**src/rtl/dsc_seq_pkg.sv**
```systemverilog
package dsc_seq_pkg;

    typedef enum logic [2:0] {
        ST_OFF,
        ST_FETCH,
        ST_PARK,
        ST_XFER,
        ST_WBACK,
        ST_DONE,
        ST_KILLED
    } seq_state_e;

    // status codes seen by software
    localparam logic [2:0] STS_NONE  = 3'd1;
    localparam logic [2:0] STS_WAIT  = 3'd2;
    localparam logic [2:0] STS_RUN   = 3'd3;
    localparam logic [2:0] STS_PAUSE = 3'd4;
    localparam logic [2:0] STS_KILL  = 3'd5;
    localparam logic [2:0] STS_DONE  = 3'd6;

    // flag bit positions
    localparam int FL_OWN     = 31;
    localparam int FL_RESTART = 30;
    localparam int FL_IRQ     = 28;

    // descriptor word indices
    localparam logic [2:0] W_FLAGS = 3'd0;
    localparam logic [2:0] W_CSUM  = 3'd1;
    localparam logic [2:0] W_SRC   = 3'd2;
    localparam logic [2:0] W_DST   = 3'd3;
    localparam logic [2:0] W_LAST  = 3'd4;
    localparam logic [2:0] W_COUNT = 3'd5;
    localparam logic [2:0] W_NEXT  = 3'd6;
    localparam logic [2:0] W_INFO  = 3'd7;

endpackage

```
**src/rtl/dsc_seq_step.sv**
```systemverilog
// Byte offset for one transfer: the signed step scaled by the unit size.
module dsc_seq_step #(
    parameter int AW    = 16,
    parameter int STEPW = 4
) (
    input  logic [1:0]              unit,
    input  logic signed [STEPW-1:0] step,
    output logic [AW-1:0]           ofs
);
    logic [AW-1:0] ext;

    assign ext = {{(AW-STEPW){step[STEPW-1]}}, step};
    assign ofs = ext << unit;
endmodule

```
**src/rtl/dsc_seq_csum.sv**
```systemverilog
// Running checksum: wrapping sum of zero-extended transfer units.
module dsc_seq_csum (
    input  logic        clk,
    input  logic        rst_n,
    input  logic        clr,
    input  logic        add,
    input  logic [1:0]  unit,
    input  logic [31:0] data,
    output logic [31:0] sum
);
    logic [31:0] lane;

    always_comb begin
        unique case (unit)
            2'd0:    lane = {24'h0, data[7:0]};
            2'd1:    lane = {16'h0, data[15:0]};
            default: lane = data;
        endcase
    end

    always_ff @(posedge clk or negedge rst_n) begin
        if (!rst_n)   sum <= '0;
        else if (clr) sum <= '0;
        else if (add) sum <= sum + lane;
    end

    // a clear always leaves a zero sum
    assert_clear_zero_R7: assert property (@(posedge clk) disable iff (!rst_n)
        clr |=> (sum == 32'h0));
endmodule

```
**src/rtl/dsc_chain_seq.sv**
```systemverilog
module dsc_chain_seq
    import dsc_seq_pkg::*;
#(
    parameter int AW    = 16,
    parameter int STEPW = 4,
    parameter int CW    = 16
) (
    input  logic                    clk,
    input  logic                    rst_n,
    input  logic                    cmd_start,
    input  logic [AW-1:0]           start_desc,
    input  logic [1:0]              unit_size,
    input  logic signed [STEPW-1:0] src_step,
    input  logic signed [STEPW-1:0] dst_step,
    input  logic                    cmd_pause,
    input  logic                    cmd_resume,
    input  logic                    cmd_continue,
    input  logic                    cmd_kill,
    input  logic                    init_req,
    output logic                    rd_en,
    output logic [AW-1:0]           rd_addr,
    output logic [1:0]              rd_size,
    input  logic [31:0]             rd_data,
    output logic                    wr_en,
    output logic [AW-1:0]           wr_addr,
    output logic [1:0]              wr_size,
    output logic [31:0]             wr_data,
    output logic [2:0]              status,
    output logic                    irq,
    output logic [AW-1:0]           prog_src,
    output logic [AW-1:0]           prog_dst,
    output logic [CW-1:0]           prog_count,
    output logic [AW-1:0]           prog_desc
);
    localparam int MW = CW + 1;  // one spare bit so the moved counter cannot wrap

    seq_state_e              state;
    logic [2:0]              idx;
    logic                    paused, irq_q;
    logic [AW-1:0]           desc, src, dst, lastdst, nxt;
    logic [31:0]             flags, csum;
    logic [CW-1:0]           count;
    logic [MW-1:0]           moved, ub;
    logic [1:0]              su;
    logic signed [STEPW-1:0] sstep, dstep;
    logic [AW-1:0]           sofs, dofs;
    logic                    idle, start_ok, go, xfer_done, csum_clr;

    assign idle      = (state == ST_OFF) || (state == ST_DONE) || (state == ST_KILLED);
    assign start_ok  = idle && cmd_start;
    assign ub        = MW'(1) << su;
    assign go        = (state == ST_XFER) && !paused && init_req && !cmd_kill
                       && (moved < MW'(count));
    assign xfer_done = (state == ST_XFER) && !paused && (moved >= MW'(count));
    assign csum_clr  = start_ok || ((state == ST_FETCH) && (idx == W_NEXT) && flags[FL_RESTART]);

    dsc_seq_step #(.AW(AW), .STEPW(STEPW)) u_src_step (.unit(su), .step(sstep), .ofs(sofs));
    dsc_seq_step #(.AW(AW), .STEPW(STEPW)) u_dst_step (.unit(su), .step(dstep), .ofs(dofs));

    dsc_seq_csum u_csum (
        .clk(clk), .rst_n(rst_n), .clr(csum_clr), .add(go),
        .unit(su), .data(rd_data), .sum(csum)
    );

    // state register and datapath registers
    always_ff @(posedge clk or negedge rst_n) begin
        if (!rst_n) begin
            state   <= ST_OFF;
            idx     <= '0;
            paused  <= 1'b0;
            irq_q   <= 1'b0;
            desc    <= '0;
            src     <= '0;
            dst     <= '0;
            lastdst <= '0;
            nxt     <= '0;
            flags   <= '0;
            count   <= '0;
            moved   <= '0;
            su      <= '0;
            sstep   <= '0;
            dstep   <= '0;
        end else begin
            irq_q <= 1'b0;
            if (!idle && cmd_kill) begin
                state  <= ST_KILLED;
                paused <= 1'b0;
            end else begin
                unique case (state)
                    ST_OFF, ST_DONE, ST_KILLED: begin
                        if (cmd_start) begin
                            desc   <= start_desc;
                            su     <= (unit_size == 2'd3) ? 2'd2 : unit_size;
                            sstep  <= src_step;
                            dstep  <= dst_step;
                            idx    <= '0;
                            paused <= 1'b0;
                            state  <= ST_FETCH;
                        end
                    end
                    ST_FETCH: begin
                        case (idx)
                            W_FLAGS: flags <= rd_data;
                            W_SRC:   src   <= rd_data[AW-1:0];
                            W_DST: begin
                                dst     <= rd_data[AW-1:0];
                                lastdst <= rd_data[AW-1:0];
                            end
                            W_COUNT: begin
                                count <= rd_data[CW-1:0];
                                moved <= '0;
                            end
                            W_NEXT:  nxt <= rd_data[AW-1:0];
                            default: ;
                        endcase
                        if ((idx == W_FLAGS) && !rd_data[FL_OWN]) begin
                            state <= ST_PARK;
                        end else if (idx == W_NEXT) begin
                            state <= ST_XFER;
                            idx   <= '0;
                        end else begin
                            idx <= idx + 3'd1;
                        end
                    end
                    ST_PARK: begin
                        if (cmd_continue) begin
                            state <= ST_FETCH;
                            idx   <= '0;
                        end
                    end
                    ST_XFER: begin
                        if (cmd_pause && !paused && !xfer_done) paused <= 1'b1;
                        else if (cmd_resume && paused)          paused <= 1'b0;
                        if (go) begin
                            src     <= src + sofs;
                            dst     <= dst + dofs;
                            lastdst <= dst;
                            moved   <= moved + ub;
                        end else if (xfer_done) begin
                            state <= ST_WBACK;
                            idx   <= '0;
                        end
                    end
                    ST_WBACK: begin
                        if (idx == 3'd2) begin
                            irq_q <= flags[FL_IRQ];
                            if (nxt == '0) begin
                                state <= ST_DONE;
                            end else begin
                                desc  <= nxt;
                                idx   <= '0;
                                state <= ST_FETCH;
                            end
                        end else begin
                            idx <= idx + 3'd1;
                        end
                    end
                    default: state <= ST_OFF;
                endcase
            end
        end
    end

    // outputs decoded from the state
    always_comb begin
        rd_en   = 1'b0;
        rd_addr = src;
        rd_size = su;
        wr_en   = go;
        wr_addr = dst;
        wr_size = su;
        wr_data = rd_data;
        status  = STS_WAIT;
        unique case (state)
            ST_OFF:    status = STS_NONE;
            ST_DONE:   status = STS_DONE;
            ST_KILLED: status = STS_KILL;
            ST_FETCH: begin
                rd_en   = 1'b1;
                rd_addr = desc + AW'({idx, 2'b00});
                rd_size = 2'd2;
            end
            ST_PARK: ;
            ST_XFER: begin
                rd_en  = go;
                status = paused ? STS_PAUSE : (init_req ? STS_RUN : STS_WAIT);
            end
            ST_WBACK: begin
                wr_en   = !cmd_kill;
                wr_size = 2'd2;
                case (idx)
                    3'd0: begin
                        wr_addr = desc + AW'(4 * W_FLAGS);
                        wr_data = flags & ~(32'h1 << FL_OWN);
                    end
                    3'd1: begin
                        wr_addr = desc + AW'(4 * W_CSUM);
                        wr_data = csum;
                    end
                    default: begin
                        wr_addr = desc + AW'(4 * W_LAST);
                        wr_data = 32'(lastdst);
                    end
                endcase
            end
            default: ;
        endcase
    end

    assign irq        = irq_q;
    assign prog_src   = src;
    assign prog_dst   = dst;
    assign prog_count = moved[CW-1:0];
    assign prog_desc  = desc;

    assert_reset_quiet_R1: assert property (@(posedge clk) disable iff (!rst_n)
        (status == STS_NONE) |-> (!rd_en && !wr_en));

    assert_info_kept_R3: assert property (@(posedge clk) disable iff (!rst_n)
        (state == ST_WBACK && wr_en) |-> (wr_addr != desc + AW'(4 * W_INFO)));

    assert_park_no_write_R4: assert property (@(posedge clk) disable iff (!rst_n)
        (state == ST_PARK) |-> !wr_en);

    assert_irq_single_R9: assert property (@(posedge clk) disable iff (!rst_n)
        irq |=> !irq);

    assert_pause_frozen_R11: assert property (@(posedge clk) disable iff (!rst_n)
        (status == STS_PAUSE) |=> ($stable(prog_src) && $stable(prog_dst)));

    assert_kill_sticky_R12: assert property (@(posedge clk) disable iff (!rst_n)
        (status == STS_KILL && !cmd_start) |=> (status == STS_KILL));
endmodule

```
**config.mk**
```make
export PLATFORM = sky130hd
export DESIGN_NAME = dsc_chain_seq
export DESIGN_NICKNAME = d
export VERILOG_FILES = /design/src/rtl/dsc_seq_pkg.sv /design/src/rtl/dsc_seq_step.sv /design/src/rtl/dsc_seq_csum.sv /design/src/rtl/dsc_chain_seq.sv
export SDC_FILE = /design/constraint.sdc
export NUM_CORES = 1
export LEC_CHECK = 0
export BUFFER_PORTS_ARGS = -buffer_cell sky130_fd_sc_hd__clkbuf_2
export CAP_MARGIN = 30
export CORE_UTILIZATION = 50
export DETAILED_ROUTE_END_ITERATION = 10
export GPL_TIMING_DRIVEN = 0
export MAX_ROUTING_LAYER = met4
export PLACE_DENSITY = 0.83
export SLEW_MARGIN = 10
export SYNTH_ARGS = -nofsm -noshare
export SYNTH_HDL_FRONTEND = slang
export SYNTH_SLANG_ARGS = --single-unit
```
**constraint.sdc**
```tcl
create_clock -name clk -period 3.65 [get_ports clk]
set_clock_uncertainty 0.2 [all_clocks]
set_input_delay 0.73 -clock clk [delete_from_list [all_inputs] [get_ports clk]]
set_output_delay 0.73 -clock clk [all_outputs]
set_load 0.1 [all_outputs]
```
==> run summary <==
The checks that failed: negative setup slack. The clock transition at the register clock pins on the worst setup and hold paths after CTS works out to 0.07 ns. For the residual antenna-violating net count after detailed routing, the log shows 0.

STA classifies the critical path endpoint as an output pin. The tools report the net count reported at finish as 2002. The count of unresolved DRC violations after routing was 0; the routed wirelength normalized by instance count was 21.9 µm. The routed layout has 13500 vias. Count of hold-fix buffers inserted at cts: 0. For the final number of hold-violating endpoints, the log shows 0. Async set-reset flop share out of synthesis: 1.00. The run gives 104 as the largest net degree at the start of global routing. The tools report the effective utilization at floorplan as 0.509. The final layout contains routed wiring with a total length of 48200 µm. The global-route usage over all layers is 0.355, and the setup slack of the critical path after layout is -0.168 ns. The floorplan step defined a core boundary enclosing 27000 µm².

The overall die width was 168 µm. The synthesized flop and latch total was 194; the number of filler instances in the final layout was 2200. The post-synthesis net count is 1759. The tool flagged a number of max-cap violations equal to 0. The critical path is of the flip-flop to output pin type. At the later pin of the worst-skew pair, clock insertion delay measures 0.46 ns.

The floorplan step set the die height to 168 µm. For this design the top-level I/O count stands at 204. Yosys printed 0 warnings. For the number of placement rows, the log shows 60. In the synthesized netlist, the number of instances is 1601. Synthesized area per cell: 8.58 µm².

The type of the tightest min-delay check was primary input to async pin. Setup violations remaining at the end of the flow were counted as 2. The tools report the max-slew violation count as 0.

The number of antenna cells inserted came out at 0. The number of vias per cell after detailed routing is 6.16. The worst path needs 3.82 ns of the cycle, external delays included.

The logs give 194 for the number of sinks on the clock net and 2.89 ns for the data arrival at the endpoint of the critical path. TritonCTS built the clock tree. The tools report the buffer cell driving the clock tree root as clkbuf_16.

After synthesis, the netlist uses 68 different library cells. The fraction of final layout cells sized beyond drive strength 1 is 0.258. The critical path startpoint category was a flip-flop.

The tools report the violation count after the first detailed-route iteration as 1513. For the worst setup path, the data required time is 2.72 ns. For this run, the detailed router's first-pass iteration total came to 6.

The area added between synthesis and finish came out at 23.9%. For the area of all sequential standard cells, the log shows 4870 µm². The flow ran to the end, but the final reports show violations. The logs give 0 for the total congestion overflow and 28100 µm² for the overall die area. The first global-routing pass estimated 74000 µm of wire.

Setup repair after global routing could not meet its margin everywhere. The maximum fanout along the worst path came out at 4. The tools report the total CTS buffers as 17. Input and output buffers added on the ports amount to 203.

The relative max-transition margin came out at 0.363. The weighted congestion at the end of routability-driven global placement was 0.975. The final cell utilization of the core is 0.631, and the transition time at the pin with the least slew margin is 0.947 ns. The share of synthesized area occupied by flip-flops and latches was 0.354. The synthesized area came out at 13700 µm². Yosys mapped a number of flops with a built-in enable equal to 0. The initial antenna violation count is 0. The predominant post-synthesis flop cell is dfrtp_1. The number of global-route vias before repair came out at 13100.

The multi-input combinational cells in the finished layout cover a total of 8800 µm². The estimated wirelength of the detail-placed design was 35700 µm. For this run, the top clock speed supported by timing is 262 MHz. The part of the cycle the worst path needs was 1.05.

CTS built an H-tree with a depth of 4. Counting along the longest clock path gives a buffer depth of 2.
==> worst max-delay path: stages, from the launching register on <==
cell and delay (ns):
dfrtp_1 0.38, inv_2 0.08, ha_4 0.20, a21o_1 0.15, a21o_1 0.17, a21oi_2 0.18
o211ai_1 0.15, a2111o_1 0.58, clkbuf_16 0.23, o21ai_4 0.08, clkbuf_16 0.23
==> cell usage after synthesis (23+ instances only) <==
| cell type | n | area (µm²) |
|---|---|---|
| o21ai_0 | 139 | 696 |
| dfrtp_1 | 194 | 4850 |
| ha_1 | 87 | 1090 |
| nand3_1 | 50 | 250 |
| nand2_1 | 201 | 754 |
| xor2_1 | 33 | 289 |
| clkbuf_1 | 72 | 270 |
| mux2_2 | 61 | 687 |
| a31oi_1 | 35 | 219 |
| a21oi_1 | 138 | 691 |
| inv_1 | 45 | 169 |
| a21o_1 | 36 | 270 |
| xnor2_1 | 50 | 438 |
| mux2i_1 | 44 | 440 |
| and2_1 | 35 | 219 |
| nor3_1 | 24 | 120 |
| o31ai_1 | 23 | 173 |
| nor2_1 | 127 | 477 |
==> stage by stage <==
stage | setup TNS (ns) | hold WS, ns | worst slack, ns | std cells | cell area, µm²
finish | -0.312 | 0.112 | -0.168 | 2198 | 17000
global route | -0.506 | 0.215 | -0.208 | 2198 | 17000
CTS | -0.271 | 0.191 | -0.139 | 2192 | 16800
detailed placement | -17.17 | 0.281 | -0.788 | 2149 | 15600
global placement | -420.21 | 0.265 | -2.52 | 2145 | 15600
floorplan | -3.32 | 0.234 | -0.698 | 1601 | 14100
==> logic make-up (layout without fill, tap and decap cells) <==
| group | after synthesis | after routing | synth area share |
|---|---|---|---|
| compound gates | 449 | 449 | 0.200 |
| simple gates | 528 | 528 | 0.177 |
| mux | 105 | 105 | 0.0821 |
| fa+ha+maj | 92 | 92 | 0.0866 |
| flops | 194 | 194 | 0.354 |
| xor+xnor | 83 | 83 | 0.0529 |
| buf+inv | 150 | 406 | 0.0474 |
==> sequential cells by signal, summed over array words and instances (netlist names), 4 cells and up <==
signal	cells
u_csum.sum	32
lastdst	16
prog_dst	16
sstep	4
moved	17
flags	31
prog_desc	16
count	16
nxt	16
prog_src	16
dstep	4
==> final timing paths <==
path                                                 start                         end  slack, ns  cells after the start
min in group clk                u_csum.sum[31]$_DFFE_PN0P_  u_csum.sum[31]$_DFFE_PN0P_       0.29                      1
worst min register to register  u_csum.sum[31]$_DFFE_PN0P_  u_csum.sum[31]$_DFFE_PN0P_       0.29                      1
worst max register to register           su[0]$_DFFE_PN0P_    prog_src[14]$_DFFE_PN0P_       0.08                     15
max in group asynchronous                            rst_n    prog_desc[3]$_DFFE_PN0P_       2.08                      2
worst max-delay path                  count[2]$_DFFE_PN0P_                       wr_en      -0.17                     10
worst min-delay path                                 rst_n        moved[7]$_DFFE_PN0P_       0.11                      1
==> routing by layer <==
layer  share of wire  vias up  track usage
met5               0        -            -
met4           0.052        0        0.191
met3           0.088      141       0.0610
met2            0.47      709        0.553
met1            0.39     6513        0.442
li1                -     6175            -
==> placed cells by master (no fill, tap or decap), types with 10 or more instances in the layout <==
master     instances
nand2_1          200
dfrtp_1          185
clkbuf_2         154
a21oi_1          129
nor2_1           126
o21ai_0           92
ha_1              82
mux2_2            61
nand3_1           50
buf_4             49
xnor2_1           48
clkbuf_1          45
mux2i_1           44
inv_1             42
a21o_1            36
clkbuf_4          34
and2_1            34
a31oi_1           34
xor2_1            33
o21ai_2           23
nor3_1            22
clkbuf_16         20
nor2b_1           19
clkbuf_8          16
and3_1            15
o21ai_1           15
o31ai_4           14
nand2b_1          12
nand4_1           12
o21a_1            12
buf_2             11
o21ai_4           10
==> cell type report <==
type / count / share of cell area
tap: 341 / 0.0251
multi-input combinational: 1257 / 0.517
timing repair buffer: 230 / 0.0929
buffer: 99 / 0.0312
sequential: 194 / 0.286
clock buffer: 18 / 0.0258
inverter: 45 / 0.00993
clock inverter: 14 / 0.0118
==> timing repair <==
| action | in CTS | in global routing |
|---|---|---|
| setup buffers | 15 | 8 |
| cloned | 0 | 0 |
| setup endpoints to repair | 99 | 84 |
| pin swaps | 11 | 9 |
| gates resized for setup | 139 | 62 |
Power is left out: the tool's default activity adds up to more than one toggle a clock period on the data nets, which glitch-free logic cannot reach.
